[src/rtl/lcd_pbus_pkg.sv]
package lcd_pbus_pkg;

    typedef enum logic [1:0] {
        SQ_IDLE = 2'd0,
        SQ_POLL = 2'd1,
        SQ_XFER = 2'd2
    } seq_state_e;

    typedef struct packed {
        logic       rs;
        logic       rw;
        logic [7:0] data;
    } lcd_req_t;

    function automatic int max_i(input int a, input int b);
        return (a > b) ? a : b;
    endfunction

    // Round a nanosecond interval up to whole clock cycles.
    function automatic int ns_to_cycles(input int ns, input int clk_khz);
        longint prod;
        prod = longint'(ns) * longint'(clk_khz);
        return int'((prod + 64'sd999_999) / 64'sd1_000_000);
    endfunction

    // Enable-high cycles: pulse width, read access plus one sampling cycle,
    // and data setup before the falling edge (minus the setup cycles).
    function automatic int strobe_hi_cycles(input int pw_ns, input int ddr_ns,
                                            input int dsw_ns, input int su_cyc,
                                            input int clk_khz);
        int hi;
        hi = max_i(ns_to_cycles(pw_ns, clk_khz), ns_to_cycles(ddr_ns, clk_khz) + 1);
        hi = max_i(hi, ns_to_cycles(dsw_ns, clk_khz) - su_cyc);
        return max_i(hi, 1);
    endfunction

endpackage

[src/rtl/lcd_pbus_strobe.sv]
module lcd_pbus_strobe
    import lcd_pbus_pkg::*;
#(
    parameter int CLK_KHZ   = 50000,
    parameter int T_CYC_NS  = 1200,
    parameter int T_PW_NS   = 140,
    parameter int T_SU_NS   = 10,
    parameter int T_HOLD_NS = 20,
    parameter int T_DSW_NS  = 40,
    parameter int T_DDR_NS  = 100
) (
    input  logic       clk,
    input  logic       rst,
    input  logic       go,
    input  lcd_req_t   req,
    output logic       done,
    output logic [7:0] rdata,
    output logic       lcd_rs,
    output logic       lcd_rw,
    output logic       lcd_e,
    output logic [7:0] db_o,
    output logic       db_oe,
    input  logic [7:0] db_i
);
    localparam int N_SU   = max_i(1, ns_to_cycles(T_SU_NS, CLK_KHZ));
    localparam int N_HI   = strobe_hi_cycles(T_PW_NS, T_DDR_NS, T_DSW_NS, N_SU, CLK_KHZ);
    localparam int N_HOLD = max_i(1, ns_to_cycles(T_HOLD_NS, CLK_KHZ));
    localparam int N_TOT  = max_i(ns_to_cycles(T_CYC_NS, CLK_KHZ), N_SU + N_HI + N_HOLD);
    localparam int CW     = $clog2(N_TOT + 1);
    localparam logic [CW-1:0] C_RISE = CW'(N_SU);
    localparam logic [CW-1:0] C_FALL = CW'(N_SU + N_HI);
    localparam logic [CW-1:0] C_SAMP = CW'(N_SU + N_HI - 1);
    localparam logic [CW-1:0] C_LAST = CW'(N_TOT - 1);

    logic          active;
    logic [CW-1:0] cnt;
    logic          rs_q, rw_q;
    logic [7:0]    dq;

    always_ff @(posedge clk) begin
        if (rst) begin
            active <= 1'b0;
            cnt    <= '0;
            rs_q   <= 1'b0;
            rw_q   <= 1'b0;
            dq     <= 8'h00;
            rdata  <= 8'h00;
        end else if (!active) begin
            if (go) begin
                active <= 1'b1;
                cnt    <= '0;
                rs_q   <= req.rs;
                rw_q   <= req.rw;
                dq     <= req.rw ? 8'h00 : req.data;
            end
        end else begin
            if (cnt == C_LAST) begin
                active <= 1'b0;
            end else begin
                cnt <= cnt + 1'b1;
            end
            if (cnt == C_SAMP) begin
                rdata <= db_i;
            end
        end
    end

    assign lcd_e  = active && (cnt >= C_RISE) && (cnt < C_FALL);
    assign done   = active && (cnt == C_LAST);
    assign lcd_rs = rs_q;
    assign lcd_rw = rw_q;
    assign db_o   = dq;
    assign db_oe  = active && !rw_q;

endmodule

[src/rtl/lcd_pbus_lane.sv]
module lcd_pbus_lane (
    input  logic       nibble_mode,
    input  logic       second,
    input  logic [7:0] wbyte,
    input  logic [3:0] hi_nib,
    input  logic [7:0] rdata,
    output logic [7:0] bus_out,
    output logic [7:0] byte_in,
    output logic       last
);
    always_comb begin
        if (!nibble_mode) begin
            bus_out = wbyte;
            byte_in = rdata;
            last    = 1'b1;
        end else begin
            bus_out = second ? {wbyte[3:0], 4'h0} : {wbyte[7:4], 4'h0};
            byte_in = {hi_nib, rdata[7:4]};
            last    = second;
        end
    end
endmodule

[src/rtl/lcd_pbus_seq.sv]
module lcd_pbus_seq
    import lcd_pbus_pkg::*;
#(
    parameter int LIMIT_W = 16
) (
    input  logic               clk,
    input  logic               rst,
    input  logic               nibble_mode,
    input  logic [LIMIT_W-1:0] poll_limit,
    input  logic               cmd_valid,
    output logic               cmd_ready,
    input  lcd_req_t           cmd,
    output logic               go,
    output lcd_req_t           req,
    input  logic               done,
    input  logic [7:0]         rdata,
    output logic               rsp_valid,
    output logic [7:0]         rsp_data,
    output logic [6:0]         rsp_addr,
    output logic               poll_err
);
    seq_state_e         state;
    lcd_req_t           cmd_q;
    logic               half;
    logic [3:0]         hi_q;
    logic [6:0]         ac_q;
    logic [LIMIT_W-1:0] busy_cnt;
    logic [7:0]         bus_out, byte_in;
    logic               last;

    lcd_pbus_lane u_lane (
        .nibble_mode (nibble_mode),
        .second      (half),
        .wbyte       (cmd_q.data),
        .hi_nib      (hi_q),
        .rdata       (rdata),
        .bus_out     (bus_out),
        .byte_in     (byte_in),
        .last        (last)
    );

    always_ff @(posedge clk) begin
        if (rst) begin
            state     <= SQ_IDLE;
            cmd_q     <= '0;
            half      <= 1'b0;
            hi_q      <= 4'h0;
            ac_q      <= 7'h00;
            busy_cnt  <= '0;
            rsp_valid <= 1'b0;
            rsp_data  <= 8'h00;
            rsp_addr  <= 7'h00;
            poll_err  <= 1'b0;
        end else begin
            rsp_valid <= 1'b0;
            poll_err  <= 1'b0;
            case (state)
                SQ_IDLE: begin
                    if (cmd_valid) begin
                        cmd_q    <= cmd;
                        half     <= 1'b0;
                        busy_cnt <= '0;
                        state    <= SQ_POLL;
                    end
                end
                SQ_POLL: begin
                    if (done) begin
                        if (!last) begin
                            half <= 1'b1;
                            hi_q <= rdata[7:4];
                        end else begin
                            half <= 1'b0;
                            if (byte_in[7]) begin
                                if (busy_cnt >= poll_limit) begin
                                    poll_err <= 1'b1;
                                    state    <= SQ_IDLE;
                                end else begin
                                    busy_cnt <= busy_cnt + 1'b1;
                                end
                            end else begin
                                ac_q  <= byte_in[6:0];
                                state <= SQ_XFER;
                            end
                        end
                    end
                end
                SQ_XFER: begin
                    if (done) begin
                        if (!last) begin
                            half <= 1'b1;
                            hi_q <= rdata[7:4];
                        end else begin
                            half  <= 1'b0;
                            state <= SQ_IDLE;
                            if (cmd_q.rw) begin
                                rsp_valid <= 1'b1;
                                rsp_data  <= byte_in;
                                rsp_addr  <= ac_q;
                            end
                        end
                    end
                end
                default: state <= SQ_IDLE;
            endcase
        end
    end

    assign cmd_ready = (state == SQ_IDLE);
    assign go        = (state != SQ_IDLE);

    always_comb begin
        if (state == SQ_XFER) begin
            req.rs   = cmd_q.rs;
            req.rw   = cmd_q.rw;
            req.data = bus_out;
        end else begin
            req.rs   = 1'b0;
            req.rw   = 1'b1;
            req.data = 8'h00;
        end
    end

endmodule

[src/rtl/lcd_pbus_master.sv]
module lcd_pbus_master
    import lcd_pbus_pkg::*;
#(
    parameter int CLK_KHZ   = 50000,
    parameter int T_CYC_NS  = 1200,
    parameter int T_PW_NS   = 140,
    parameter int T_SU_NS   = 10,
    parameter int T_HOLD_NS = 20,
    parameter int T_DSW_NS  = 40,
    parameter int T_DDR_NS  = 100,
    parameter int LIMIT_W   = 16
) (
    input  logic               clk,
    input  logic               rst,
    input  logic               nibble_mode,
    input  logic [LIMIT_W-1:0] poll_limit,
    input  logic               cmd_valid,
    output logic               cmd_ready,
    input  logic               cmd_rs,
    input  logic               cmd_rw,
    input  logic [7:0]         cmd_wdata,
    output logic               rsp_valid,
    output logic [7:0]         rsp_data,
    output logic [6:0]         rsp_addr,
    output logic               poll_err,
    output logic               lcd_rs,
    output logic               lcd_rw,
    output logic               lcd_e,
    output logic [7:0]         db_o,
    output logic               db_oe,
    input  logic [7:0]         db_i
);
    lcd_req_t   cmd_in;
    lcd_req_t   stb_req;
    logic       stb_go;
    logic       stb_done;
    logic [7:0] stb_rdata;

    assign cmd_in = '{rs: cmd_rs, rw: cmd_rw, data: cmd_wdata};

    lcd_pbus_seq #(
        .LIMIT_W (LIMIT_W)
    ) u_seq (
        .clk         (clk),
        .rst         (rst),
        .nibble_mode (nibble_mode),
        .poll_limit  (poll_limit),
        .cmd_valid   (cmd_valid),
        .cmd_ready   (cmd_ready),
        .cmd         (cmd_in),
        .go          (stb_go),
        .req         (stb_req),
        .done        (stb_done),
        .rdata       (stb_rdata),
        .rsp_valid   (rsp_valid),
        .rsp_data    (rsp_data),
        .rsp_addr    (rsp_addr),
        .poll_err    (poll_err)
    );

    lcd_pbus_strobe #(
        .CLK_KHZ   (CLK_KHZ),
        .T_CYC_NS  (T_CYC_NS),
        .T_PW_NS   (T_PW_NS),
        .T_SU_NS   (T_SU_NS),
        .T_HOLD_NS (T_HOLD_NS),
        .T_DSW_NS  (T_DSW_NS),
        .T_DDR_NS  (T_DDR_NS)
    ) u_strobe (
        .clk    (clk),
        .rst    (rst),
        .go     (stb_go),
        .req    (stb_req),
        .done   (stb_done),
        .rdata  (stb_rdata),
        .lcd_rs (lcd_rs),
        .lcd_rw (lcd_rw),
        .lcd_e  (lcd_e),
        .db_o   (db_o),
        .db_oe  (db_oe),
        .db_i   (db_i)
    );

endmodule

[config.mk]
export PLATFORM = sky130hd
export DESIGN_NAME = lcd_pbus_master
export DESIGN_NICKNAME = d
export VERILOG_FILES = /design/src/rtl/lcd_pbus_pkg.sv /design/src/rtl/lcd_pbus_strobe.sv /design/src/rtl/lcd_pbus_lane.sv /design/src/rtl/lcd_pbus_seq.sv /design/src/rtl/lcd_pbus_master.sv
export SDC_FILE = /design/constraint.sdc
export NUM_CORES = 1
export LEC_CHECK = 0
export CORE_ASPECT_RATIO = 1.5
export CORE_MARGIN = 8
export CORE_UTILIZATION = 38
export CTS_CLUSTER_SIZE = 16
export DETAILED_ROUTE_END_ITERATION = 10
export DONT_BUFFER_PORTS = 1
export GPL_TIMING_DRIVEN = 1
export PLACE_DENSITY_LB_ADDON = 0.3
export SLEW_MARGIN = 10
export SYNTH_ARGS = -nofsm -noshare
export SYNTH_HDL_FRONTEND = slang
export SYNTH_HIERARCHICAL = 1
export SYNTH_SLANG_ARGS = --single-unit
[constraint.sdc]
create_clock -name clk -period 2.3 [get_ports clk]
set_input_delay 0.46 -clock clk [delete_from_list [all_inputs] [get_ports clk]]
set_output_delay 0.46 -clock clk [all_outputs]
set_load 0.05 [all_outputs]
==> metrics.yaml <==
grt_max_degree: 81
synth_cells: 518
synth_warnings: 6
leakage_uw: 0.00204
clock-sinks: 82
antenna_found_initial: 0
powerDensity_nw_per_um2: 833
rrSetupSlack_ns: 0.03
critPathCaptureType: "flip-flop"
tightest_slew_ns: 0.567
reg2reg_from: "u_seq/busy_cnt[0]"
worst-r2r-cell-count: 9
fin_crit_ns: 2.27
pre_cts_ws_ns: -0.168
rsz0062_at_grt: "true"
grt-ovfl-total: 0
maxSlewViolCount: 0
cp-endpoint: "u_seq/busy_cnt[11]"
drtIter0Drc: 137
ir_drop_mv: 0.446
nNetsFinal: 602
fin_crit_sh: 0.986
detail_route.first_pass.iterations: 4
critPathKind: "flip-flop to flip-flop"
rows: 48
grt_pass1_vias: 3607
ff_latch_area_um2: 1650
die_area_um2: 15100
relSlewSlack: 0.621
async_flop_share: 0
cp.required_ns: 2.55
cts_tree: "yes"
finClkSkew_ns: 0.00624
die_y_um: 147
rr_endpoint: "u_seq/busy_cnt[11]"
final-hold-violation-count: 0
routed_wl_um: 10400
cts.htree.levels: 3
most-common-layout-cells: "dfxtp_1 (78), nand2_1 (76), a21oi_1 (54)"
io_buffers: 0
synth_edf_count: 0
drive_gt1_frac: 0.165
synth_top_area_frac: 0.379
cts_buffers: 9
initial_core_util: 0.384
fin_ws_ns: 0.0315
clockRootBuffer: "clkbuf_16"
post-synth-top-area-cell: "dfxtp_1"
gp_congestion: 0.876
setup-violations-final: 0
min_path_type: "input port to flip-flop"
core_area_um2: 11300
viasPerCell: 5.26
remaining_drc_errors: 0
status: "finished clean"
ant_nets: 0
syn-num-nets: 579
fin_hold_ws_ns: 0.201
ioPinCount: 68
clkLatencyLatePin_ns: 0.33
yosysUniqueCellTypes: 54
syn_to_final_growth_pct: 15.5
fillers: 1177
p_total_uw: 4170
cts-hold-fix-buffers: 0
track_usage: 0.140
syn-cell-area_um2: 4330
final_common_cell: "dfxtp_1"
start_kind: "flip-flop"
avgSynthCellArea_um2: 8.36
synth_sequential_area_ratio: 0.379
arrival_ns: 2.52
vias: 3658
wl_per_cell_um: 14.9
maxCapViolCount: 0
fmax_mhz: 441
diodes: 0
die_width_um: 103
clockBufferDepth: 2
crit_path_max_fanout: 6
synth_flop_cell: "dfxtp_1"
ys_top_cells_by_area: "dfxtp_1 (38%), nand2_1 (6.7%), ha_1 (6.6%), a21oi_1 (6.4%), mux2i_1 (5.1%)"
crit_start: "u_seq/busy_cnt[0]"
clkTransAtPathRegs_ns: 0.06
dp_hpwl_um: 7800
multi_input_area_um2: 2440
grt_first_pass_wirelength_um: 16900
ys_ff_latch: 82
setup-tns-final_ns: 0
## stage by stage
step / util / instance area, µm² / std cells
after global placement: 0.408 / 4600 / 678
after global routing: 0.443 / 5000 / 696
final: 0.443 / 5000 / 696
after CTS: 0.438 / 4940 / 694
after floorplan: - / 4330 / 518
after detailed placement: 0.408 / 4600 / 678
## metal layers
layer / part of all wire / vias to the layer above / wire [µm] / GRT usage
met2: 0.52 / 64 / 5350 / 0.245
met1: 0.42 / 1730 / 4360 / 0.153
met3: 0.053 / 8 / 555 / 0.0398
met5: 0 / - / 0 / 0
li1: - / 1856 / - / -
met4: 0.012 / 0 / 121 / 0.0502
## power by group
| part | internal [µW] | total (µW) | leakage (µW) | switching [µW] |
|---|---|---|---|---|
| Clock | 1010 | 1560 | 0.000163 | 550 |
| Combinational | 377 | 1060 | 0.00122 | 682 |
| Sequential | 1500 | 1550 | 0.000665 | 51.9 |
| Total | 2880 | 4170 | 0.00204 | 1280 |
## critical path: stages, from the launching register on
cell	delay [ns]
dfxtp_2	0.33
inv_2	0.05
ha_4	0.19
nand2b_4	0.14
a2111oi_4	0.37
o32a_4	0.28
buf_6	0.11
nand3_4	0.07
or4_1	0.53
a31oi_1	0.14
## Yosys cell counts (2+ instances only)
cell type / number
dfxtp_1: 82
nand2_1: 77
a21oi_1: 55
nor2_1: 45
inv_1: 28
ha_1: 23
mux2i_1: 22
nand3_1: 20
o21ai_0: 20
and2_1: 12
clkbuf_1: 10
nand4_1: 9
nor3b_1: 9
a31oi_1: 8
mux2_2: 8
nor2b_1: 7
and3_1: 6
buf_2: 6
nand2b_1: 6
or4_1: 6
a41oi_1: 4
buf_6: 4
clkbuf_8: 4
mux2_4: 4
nor3_1: 4
nand4b_1: 3
o211ai_1: 3
o31ai_1: 3
a211o_1: 2
and2_2: 2
and3_2: 2
o21a_1: 2
## registers in the layout (all words and copies together), names as in the netlist
register	count
u_seq/ac_q	7
u_seq/busy_cnt	16
u_seq/cmd_q	10
u_seq/half	1
u_seq/hi_q	4
u_seq/poll_err	1
u_seq/rsp_addr	7
u_seq/rsp_data	8
u_seq/rsp_valid	1
u_seq/state	2
u_strobe/active	1
u_strobe/cnt	6
u_strobe/db_o	8
u_strobe/lcd_rs	1
u_strobe/lcd_rw	1
u_strobe/rdata	8
## cells by family after synthesis
logic type | count (synthesis) | synth area share
simple gates | 216 | 0.249
buf+inv | 54 | 0.0682
compound gates | 109 | 0.152
mux | 34 | 0.0855
flops | 82 | 0.379
fa+ha+maj | 23 | 0.0664
## area by class of cell
class	instances	area share
well taps	150	0.0375
repair buffers	38	0.0585
flip-flops and latches	82	0.329
multi-input cells	382	0.488
clock inverters	4	0.0148
inverters	28	0.0210
clock buffers	12	0.0513
## worst min-delay path by stage
stage                               from           endpoint  cells after the start
after CTS                            rst    u_strobe/cnt[3]                      1
final                                rst    u_strobe/cnt[3]                      1
after global placement    u_seq/cmd_q[9]     u_seq/cmd_q[9]                      2
after detailed placement  u_seq/cmd_q[9]     u_seq/cmd_q[9]                      2
after floorplan            u_seq/ac_q[4]  u_seq/rsp_addr[4]                      2
after global routing                 rst   u_strobe/db_o[4]                      1
## repair_timing
action                                  in CTS  in global routing
cloned                                       0                  0
endpoints found under the setup margin       3                 18
resized for setup                            2                 15
pin swaps                                    2                  8
setup buffers                                0                  2
No activity file was read; power rests on OpenSTA's default activity.
